### src/rtl/fre_pkg.sv
package fre_pkg;
  localparam int NUM_FMT = 3;
  localparam int DATA_W  = 64;

  typedef enum logic [1:0] {
    FMT_HALF   = 2'd0,
    FMT_SINGLE = 2'd1,
    FMT_DOUBLE = 2'd2,
    FMT_ALT_DB = 2'd3
  } fre_fmt_e;

  function automatic int exp_w(input int idx);
    case (idx)
      0:       return 5;
      1:       return 8;
      default: return 11;
    endcase
  endfunction

  function automatic int frac_w(input int idx);
    case (idx)
      0:       return 10;
      1:       return 23;
      default: return 52;
    endcase
  endfunction

  function automatic int fmt_index(input fre_fmt_e f);
    case (f)
      FMT_HALF:   return 0;
      FMT_SINGLE: return 1;
      default:    return 2;
    endcase
  endfunction
endpackage

### src/rtl/fre_lane.sv
module fre_lane #(
  parameter int EXP_W  = 8,
  parameter int FRAC_W = 23
) (
  input  logic [EXP_W+FRAC_W:0] x,
  input  logic                  flush_en,
  input  logic                  dnan_en,
  output logic [EXP_W+FRAC_W:0] r,
  output logic                  inv,
  output logic                  den
);
  localparam int W = EXP_W + FRAC_W + 1;

  logic              sgn;
  logic [EXP_W-1:0]  ex;
  logic [FRAC_W-1:0] fr;
  logic              ex_zero, ex_ones, fr_zero, is_nan, is_snan;
  logic [EXP_W-1:0]  ex_out;

  assign sgn     = x[W-1];
  assign ex      = x[W-2:FRAC_W];
  assign fr      = x[FRAC_W-1:0];
  assign ex_zero = (ex == '0);
  assign ex_ones = (ex == '1);
  assign fr_zero = (fr == '0);
  assign is_nan  = ex_ones && !fr_zero;
  assign is_snan = is_nan && !fr[FRAC_W-1];

  always_comb begin
    ex_out = ex_zero ? {{(EXP_W-1){1'b1}}, 1'b0} : ~ex;
    den    = 1'b0;
    inv    = is_snan;
    if (is_nan) begin
      if (dnan_en) r = {1'b0, {EXP_W{1'b1}}, 1'b1, {(FRAC_W-1){1'b0}}};
      else         r = {sgn, ex, 1'b1, fr[FRAC_W-2:0]};
    end else begin
      den = flush_en && ex_zero && !fr_zero;
      r   = {sgn, ex_out, {FRAC_W{1'b0}}};
    end
  end
endmodule

### src/rtl/fre_stage.sv
module fre_stage #(
  parameter int DATA_W = 64
) (
  input  logic              clk,
  input  logic              rst,
  input  logic              in_vld,
  input  logic [DATA_W-1:0] in_res,
  input  logic              in_inv,
  input  logic              in_den,
  input  logic [1:0]        in_fmt,
  output logic              out_vld,
  output logic [DATA_W-1:0] out_res,
  output logic              out_inv,
  output logic              out_den,
  output logic [1:0]        out_fmt
);
  always_ff @(posedge clk) begin
    if (rst) begin
      out_vld <= 1'b0;
      out_res <= '0;
      out_inv <= 1'b0;
      out_den <= 1'b0;
      out_fmt <= 2'd0;
    end else begin
      out_vld <= in_vld;
      out_inv <= in_vld && in_inv;
      out_den <= in_vld && in_den;
      if (in_vld) begin
        out_res <= in_res;
        out_fmt <= in_fmt;
      end
    end
  end
endmodule

### src/rtl/fp_recip_exp.sv
module fp_recip_exp
  import fre_pkg::*;
(
  input  logic        clk,
  input  logic        rst,
  input  logic        op_vld,
  input  logic [63:0] op_data,
  input  logic [1:0]  fmt,
  input  logic        flush_en,
  input  logic        dnan_en,
  output logic        res_vld,
  output logic [63:0] res_data,
  output logic        invalid,
  output logic        denorm_flag
);
  logic [DATA_W-1:0] lane_res [NUM_FMT];
  logic [NUM_FMT-1:0] lane_inv, lane_den;
  int                 sel;
  logic [DATA_W-1:0]  sel_res;
  logic               sel_inv, sel_den;
  logic [1:0]         fmt_q;

  for (genvar g = 0; g < NUM_FMT; g++) begin : g_lane
    localparam int E = exp_w(g);
    localparam int F = frac_w(g);
    localparam int W = E + F + 1;
    logic [W-1:0] r_g;
    fre_lane #(.EXP_W(E), .FRAC_W(F)) u_lane (
      .x(op_data[W-1:0]), .flush_en(flush_en), .dnan_en(dnan_en),
      .r(r_g), .inv(lane_inv[g]), .den(lane_den[g])
    );
    if (W < DATA_W) begin : g_pad
      assign lane_res[g] = {{(DATA_W-W){1'b0}}, r_g};
    end else begin : g_full
      assign lane_res[g] = r_g;
    end
  end

  always_comb begin
    sel     = fmt_index(fre_fmt_e'(fmt));
    sel_res = lane_res[sel];
    sel_inv = lane_inv[sel];
    sel_den = lane_den[sel];
  end

  fre_stage #(.DATA_W(DATA_W)) u_stage (
    .clk(clk), .rst(rst),
    .in_vld(op_vld), .in_res(sel_res), .in_inv(sel_inv), .in_den(sel_den), .in_fmt(fmt),
    .out_vld(res_vld), .out_res(res_data), .out_inv(invalid), .out_den(denorm_flag),
    .out_fmt(fmt_q)
  );

  AST_LATENCY_HI: assert property (@(posedge clk) disable iff (rst)
    op_vld |=> res_vld);
  AST_LATENCY_LO: assert property (@(posedge clk) disable iff (rst)
    !op_vld |=> !res_vld);
  AST_FLAGS_IDLE: assert property (@(posedge clk) disable iff (rst)
    !res_vld |-> (!invalid && !denorm_flag));
  AST_DEN_NOT_NAN: assert property (@(posedge clk) disable iff (rst)
    denorm_flag |-> !invalid);
  AST_INV_IS_NAN: assert property (@(posedge clk) disable iff (rst)
    (invalid && fmt_q == 2'd0) |-> (res_data[14:10] == 5'h1f && res_data[9]));
  AST_HALF_UPPER: assert property (@(posedge clk) disable iff (rst)
    (res_vld && fmt_q == 2'd0) |-> (res_data[63:16] == '0));
  AST_SINGLE_UPPER: assert property (@(posedge clk) disable iff (rst)
    (res_vld && fmt_q == 2'd1) |-> (res_data[63:32] == '0));
endmodule

### config.mk
export PLATFORM = sky130hd
export DESIGN_NAME = fp_recip_exp
export DESIGN_NICKNAME = d
export VERILOG_FILES = /design/src/rtl/fre_pkg.sv /design/src/rtl/fre_lane.sv /design/src/rtl/fre_stage.sv /design/src/rtl/fp_recip_exp.sv
export SDC_FILE = /design/constraint.sdc
export NUM_CORES = 1
export LEC_CHECK = 0
export ABC_AREA = 1
export BUFFER_PORTS_ARGS = -buffer_cell sky130_fd_sc_hd__buf_4
export CORE_ASPECT_RATIO = 1.5
export CORE_MARGIN = 4
export CORE_UTILIZATION = 48
export CTS_BUF_LIST = sky130_fd_sc_hd__clkbuf_16
export CTS_CLUSTER_SIZE = 10
export DETAILED_ROUTE_END_ITERATION = 8
export PLACE_DENSITY = 0.88
export SYNTH_ARGS = -nofsm -noshare
export SYNTH_HDL_FRONTEND = slang
export SYNTH_SLANG_ARGS = --single-unit
### constraint.sdc
create_clock -name clk -period 1.8 [get_ports clk]
set_clock_uncertainty 0.1 [all_clocks]
set_input_delay 0.18 -clock clk [delete_from_list [all_inputs] [get_ports clk]]
set_output_delay 0.18 -clock clk [all_outputs]
set_load 0.05 [all_outputs]
=== Word-level counts from Yosys, hierarchy flattened ===
Index checks and enable logic that the tools add are counted.

* Flip-flop bits (word level): 67
* Latch bits: 0
* Bits in writable memories: 0
* ROM bits: 0
* Input bits: 71
* Output and inout port bits: 67
* Logic and storage cells: 63
* Memories kept: 0

* Add/sub/neg operators: 0
* Multipliers: 0
* Divide/modulo/power cells: 0
* Order comparisons: 2
* Eq/ne operators: 4
* Shift operators: 0
* Multiplexer cells: 22
* Bitwise gates (word level): 4
* Reduce and logical (&&, ||, !) cells: 27

{| class="wikitable"
|+ Operators with widths
! kind !! count
|-
| 64-bit 2-to-1 mux || 4
|-
| 64-bit binary-select mux with 2-bit select || 1
|-
| 32-bit 2-to-1 mux || 2
|-
| 52-bit zero test || 1
|-
| 32-bit by 3-bit >= comparator with 1-bit output (second input constant) || 1
|-
| 32-bit by 4-bit < comparator with 1-bit output (second input constant) || 1
|-
| 16-bit 2-to-1 mux || 2
|-
| 32-bit NOT || 1
|-
| 23-bit zero test || 1
|-
| 1-bit logical AND || 14
|-
| 11-bit equality test (second input constant) || 1
|-
| 11-bit zero test || 1
|-
| 11-bit 2-to-1 mux || 1
|-
| 11-bit NOT || 1
|-
| 10-bit zero test || 1
|-
| 8-bit equality test (second input constant) || 1
|-
| 8-bit zero test || 1
|-
| 8-bit 2-to-1 mux || 1
|-
| 8-bit NOT || 1
|-
| 1-bit 2-to-1 mux || 7
|-
| 1-bit zero test || 6
|-
| 5-bit equality test (second input constant) || 1
|-
| 5-bit zero test || 1
|-
| 5-bit 2-to-1 mux || 1
|-
| 5 further kinds || 6
|}

=== Depth between registers and ports, before layout ===
* Word-level depth: 8
* Gate-level depth with buffers: 12
* Depth with buffers taken out: 12

=== Hierarchy ===
Synthesis repeated with hierarchy kept, for this count alone.

* Cells, all modules: 1,044
* Area, all modules: 5,474.0 sq um

{| class="wikitable"
|+ Modules (own cells, without submodules)
! module !! instances !! cells an instance !! area an instance (sq um) !! seq. area each (sq um)
|-
| fre_stage || 1 || 428 || 2,802.7 || 1,381.3
|-
| fp_recip_exp || 1 || 255 || 1,009.7 || 0.0
|-
| fre_lane (g_lane[2].u_lane) || 1 || 204 || 912.1 || 0.0
|-
| fre_lane (g_lane[1].u_lane) || 1 || 101 || 451.7 || 0.0
|-
| fre_lane (g_lane[0].u_lane) || 1 || 56 || 297.8 || 0.0
|}

=== Worst setup path after synthesis ===
OpenSTA, ideal clock, no wires.

* Kind: input port to flip-flop
* Start point: in op_data[6]
* End point: reg u_stage.out_res[41]
* Setup time: 0.116 ns
* Data arrival time: 1.170 ns
* Slack: 0.414 ns
* Cell stages on the path: 11
* Buffers on the path: 1
* Path through: nor2_1 -> nand2_1 -> nor2_2 -> inv_2 -> nor2_4 -> nand2_4 -> nand2_8 -> inv_6 -> nand3_4 -> buf_12 -> o21ai_2

* Cells in the longest elaborated chain, start to end: 7

{| class="wikitable"
|+ RTL lines
! what !! line !! RTL
|-
| from (decl) || fp_recip_exp.sv:7 || <nowiki>input logic [63:0] op_data,</nowiki>
|-
| 52-bit zero test || fre_lane.sv:25 || <nowiki>assign fr_zero = (fr == '0);</nowiki>
|-
| 1-bit zero test || fre_lane.sv:26 || <nowiki>assign is_nan = ex_ones && !fr_zero;</nowiki>
|-
| 1-bit logical AND || fre_lane.sv:26 ||
|-
| 64-bit 2-to-1 mux || fre_lane.sv:33 || <nowiki>if (is_nan) begin</nowiki>
|-
| 64-bit binary-select mux with 2-bit select || fp_recip_exp.sv:41 || <nowiki>sel_res = lane_res[sel];</nowiki>
|-
| 64-bit 2-to-1 mux (not written as such) (2 in a row) || fp_recip_exp.sv:41 ||
|-
| to (signal assigned) || fre_stage.sv:29 || <nowiki>out_res <= in_res;</nowiki>
|-
| to (decl) || fre_stage.sv:12 || <nowiki>output logic [DATA_W-1:0] out_res,</nowiki>
|}

Every way passes these cells. The select of a mux whose other input is x is not followed.
A chain may end at the register's enable or synchronous reset.

=== Final worst setup path ===
* Start point: in op_data[6]
* End point: reg u_stage.out_res[32]

Same word-level chain as after synthesis.

==> impl_metrics.prom <==
# TYPE chip_impl_metric gauge
chip_impl_metric{name="io_buffers",unit=""} 137
chip_impl_metric{name="timing.critical_path.slowest_cell_delay",unit="ns"} 0.23
chip_impl_metric{name="post_cts_resized",unit=""} 0
chip_impl_metric{name="met2RoutedLength",unit="µm"} 5590
chip_impl_metric{name="grt.overflow.total",unit=""} 0
chip_impl_metric{name="wl_per_cell",unit="µm"} 14.8
chip_impl_info{name="crit_type",value="primary input to flip-flop"} 1
chip_impl_metric{name="post-route-cell-area",unit="µm²"} 4780
chip_impl_metric{name="drcViolationCount",unit=""} 0
chip_impl_metric{name="antennaDiodeCount",unit=""} 0
chip_impl_metric{name="ys_ff_latch",unit=""} 67
chip_impl_metric{name="met1_length",unit="µm"} 3860
chip_impl_metric{name="post_synth_num_cell_types",unit=""} 34
chip_impl_metric{name="nNetsFinal",unit=""} 701
chip_impl_info{name="outcome",value="finished clean"} 1
chip_impl_metric{name="ratio_of_cells_with_drive_above_1_in_the_final_layout",unit="%"} 31.2
chip_impl_metric{name="cts_max_level",unit=""} 3
chip_impl_metric{name="floorplan.initialDensity",unit="%"} 50.1
chip_impl_metric{name="rows",unit=""} 36
chip_impl_metric{name="dp_hpwl",unit="µm"} 7910
chip_impl_info{name="grt_setup_unrepaired",value="no"} 1
chip_impl_metric{name="timing.max_slew.rel_slack",unit="%"} 61.8
chip_impl_metric{name="starting_drt_drc_count",unit=""} 267
chip_impl_metric{name="drtPass1Iterations",unit=""} 5
chip_impl_metric{name="routed_antenna_nets",unit=""} 0
chip_impl_metric{name="worstSkewPairLatency",unit="ns"} 0.32
chip_impl_info{name="sequence_of_cells_on_the_critical_path",value="buf_4 > nor2_1 > nand2_1 > nor2_2 > inv_2 > nor2_4 > nand2_4 > nand2_8 > inv_6 > nand3_4 > o21ai_0"} 1
chip_impl_metric{name="ioPinCount",unit=""} 138
chip_impl_metric{name="fp.dieArea",unit="µm²"} 8290
chip_impl_metric{name="coreArea",unit="µm²"} 6580
chip_impl_info{name="cts_tree",value="built"} 1
chip_impl_metric{name="worst_ep_arrival_time",unit="ns"} 1.55
chip_impl_metric{name="synthesis.nets",unit=""} 555
chip_impl_metric{name="netlist_area",unit="µm²"} 3300
chip_impl_metric{name="initial_antenna_violation_count",unit=""} 0
chip_impl_metric{name="cts_sinks",unit=""} 67
chip_impl_metric{name="finalSetupViolCount",unit=""} 0
chip_impl_metric{name="p_per_area",unit="nW/µm²"} 803
chip_impl_metric{name="post_dp_cell_area",unit="µm²"} 4400
chip_impl_metric{name="finalHoldViolCount",unit=""} 0
chip_impl_metric{name="leakage",unit="nW"} 2.39
chip_impl_metric{name="drt-vias-per-instance",unit=""} 5.30
chip_impl_metric{name="regToRegSetupSlack",unit="ns"} 1.05
chip_impl_metric{name="wl_met3",unit="µm"} 639
chip_impl_metric{name="wire_length_of_the_first_global_routing_pass",unit="µm"} 16400
chip_impl_metric{name="worst_setup_hold_path_clk_slew",unit="ns"} 0.06
chip_impl_metric{name="globalRouteTotalUtil",unit="%"} 25.7
chip_impl_metric{name="hold_slack",unit="ns"} 0.0259
chip_impl_info{name="slowest_stage",value="nor2_2"} 1
chip_impl_metric{name="min_period_over_period",unit="%"} 81.3
chip_impl_metric{name="max_buffers_root_to_sink",unit=""} 2
chip_impl_metric{name="finalMaxSlewViolations",unit=""} 0
chip_impl_info{name="clockRootBuffer",value="clkbuf_16"} 1
chip_impl_metric{name="critical_path_required",unit="ns"} 1.89
chip_impl_metric{name="postSynthAreaPerCell",unit="µm²"} 6.81
chip_impl_metric{name="max-vdd-ir-drop",unit="V"} 0.000841
chip_impl_info{name="crit_path_end_kind",value="flip-flop"} 1
chip_impl_metric{name="worst_slew_pin_slew",unit="ns"} 0.571
chip_impl_metric{name="area.growth.synth_to_final",unit="%"} 44.9
chip_impl_metric{name="gpl.final_weighted_congestion",unit=""} 1.00
chip_impl_metric{name="synth_sequential_area_ratio",unit="%"} 40.7
chip_impl_info{name="top_layer_used",value="met4"} 1
chip_impl_metric{name="timing.setup.tns",unit="ns"} 0
chip_impl_info{name="hp-class",value="primary input to flip-flop"} 1
chip_impl_metric{name="post-cts-setup-buffers",unit=""} 0
chip_impl_metric{name="yosysWarnings",unit=""} 0
chip_impl_metric{name="post-route-min-period",unit="ns"} 1.46
chip_impl_metric{name="dieWidth",unit="µm"} 75.7
chip_impl_metric{name="postSynthCellCount",unit=""} 484
chip_impl_metric{name="cap_violations",unit=""} 0
chip_impl_metric{name="first_global_vias",unit=""} 3594
chip_impl_info{name="startpoint_type",value="primary input"} 1
chip_impl_metric{name="vias",unit=""} 3771
chip_impl_metric{name="grt_max_degree",unit=""} 35
chip_impl_metric{name="fmax",unit="GHz"} 0.684
chip_impl_metric{name="cts_hold_buffers",unit=""} 8
chip_impl_metric{name="numCtsBuffers",unit=""} 9
chip_impl_metric{name="die-height",unit="µm"} 110
chip_impl_metric{name="critical_path.max_fanout",unit=""} 19
chip_impl_metric{name="drt-total-wl",unit="µm"} 10500
## per-stage QoR
step | power (mW) | setup WS, ns | utilization (%) | instances
3_3_place_gp | 2.09 | 0.145 | 66.9 | 687
4_1_cts | 3.86 | 0.384 | 72.7 | 711
5_1_grt | 3.98 | 0.218 | 72.7 | 711
6_report | 3.84 | 0.337 | 72.7 | 711
2_1_floorplan | 1.85 | 0.414 | - | 484
3_5_place_dp | 2.10 | 0.0818 | 66.9 | 687
## critical path, delay by kind of cell
family,cells,cell delay (ns)
buffers and inverters,3,0.23
and+or+nand+nor,7,0.97
AOI/OAI and AO/OA,1,0.16
## final cells by class
cell class | instances | area, µm²
Clock buffer | 9 | 225
Clock inverter | 7 | 76.3
Fill cell | 518 | 1800
Inverter | 39 | 151
Multi-Input combinational cell | 361 | 1730
Sequential cell | 67 | 1340
Tap cell | 76 | 95.1
Timing Repair Buffer | 152 | 1160
## placed cells by master (no fill, tap or decap)
master         instances
nand3b_1               1
nand2_2                4
nand2_1              163
clkinvlp_4             2
inv_2                  4
nand3_4                1
nor2_4                 4
o22ai_2                1
a31oi_1                1
o21a_1                 1
nand4_1                7
o21ai_2               10
clkbuf_16              9
nand2_4                1
nor2_8                 1
nor2_2                 6
o2111ai_1              1
inv_1                 33
clkinv_1               1
nand3_2                3
o211ai_1               1
o31ai_1                1
o21ai_0               32
a21oi_1               31
clkinv_2               1
dlygate4sd3_1          8
buf_4                144
dfxtp_1               67
nor3_1                 2
clkinv_4               1
bufinv_16              1
nor3_4                 1
nor2_1                60
a22o_1                 5
inv_6                  3
nand3_1               22
nand2_8                1
## power by group
group          internal [mW]  total [mW]  switching, mW
sequential              1.51        1.53         0.0165
clock                   1.08        1.75          0.671
combinational          0.218       0.556          0.339
total                   2.81        3.84           1.03
## kinds of logic (layout without fill, tap and decap cells)
logic type	after synthesis	after routing	share of synthesized area, %
flip-flops	67	67	40.7
AND/OR/NAND/NOR	277	277	37.1
buffers and inverters	56	207	7.13
AO/OA/AOI/OAI	84	84	15.1
## routing by layer
layer,global-route usage [%],up-vias
met4,12.5,0
li1,-,1840
met5,0,-
met3,4.94,37
met2,45.7,155
met1,28.1,1739
## sequential cells by signal, indices dropped and copies added (netlist names)
name / cells
u_stage.out_vld: 1
u_stage.out_res: 64
u_stage.out_den: 1
u_stage.out_inv: 1
## synthesized netlist by cell type (all sizes together)
cell type	instances	area share (%)
a31oi	1	0.19
o22ai	1	0.38
a22o	5	1.3
inv	38	4.5
o21ai	42	7.5
nor3	3	0.80
clkinv	1	0.11
nand3	26	4.8
a21oi	31	4.7
nor2	71	9.7
nand4	7	1.3
o21a	1	0.23
buf	5	1.2
clkbuf	12	1.4
o31ai	1	0.23
nand2	169	20
o2111ai	1	0.27
nand3b	1	0.23
o211ai	1	0.23
dfxtp	67	41
## final timing paths
check	to	depth (start not counted)	from
worst max register to register	u_stage.out_res[10]	4	u_stage.out_res[10]
worst min-delay path	u_stage.out_res[7]	3	op_data[7]
worst min register to register	u_stage.out_res[18]	2	u_stage.out_res[18]
worst max-delay path	u_stage.out_res[32]	11	op_data[6]
Note: power is estimated with default switching activity, not from simulation.
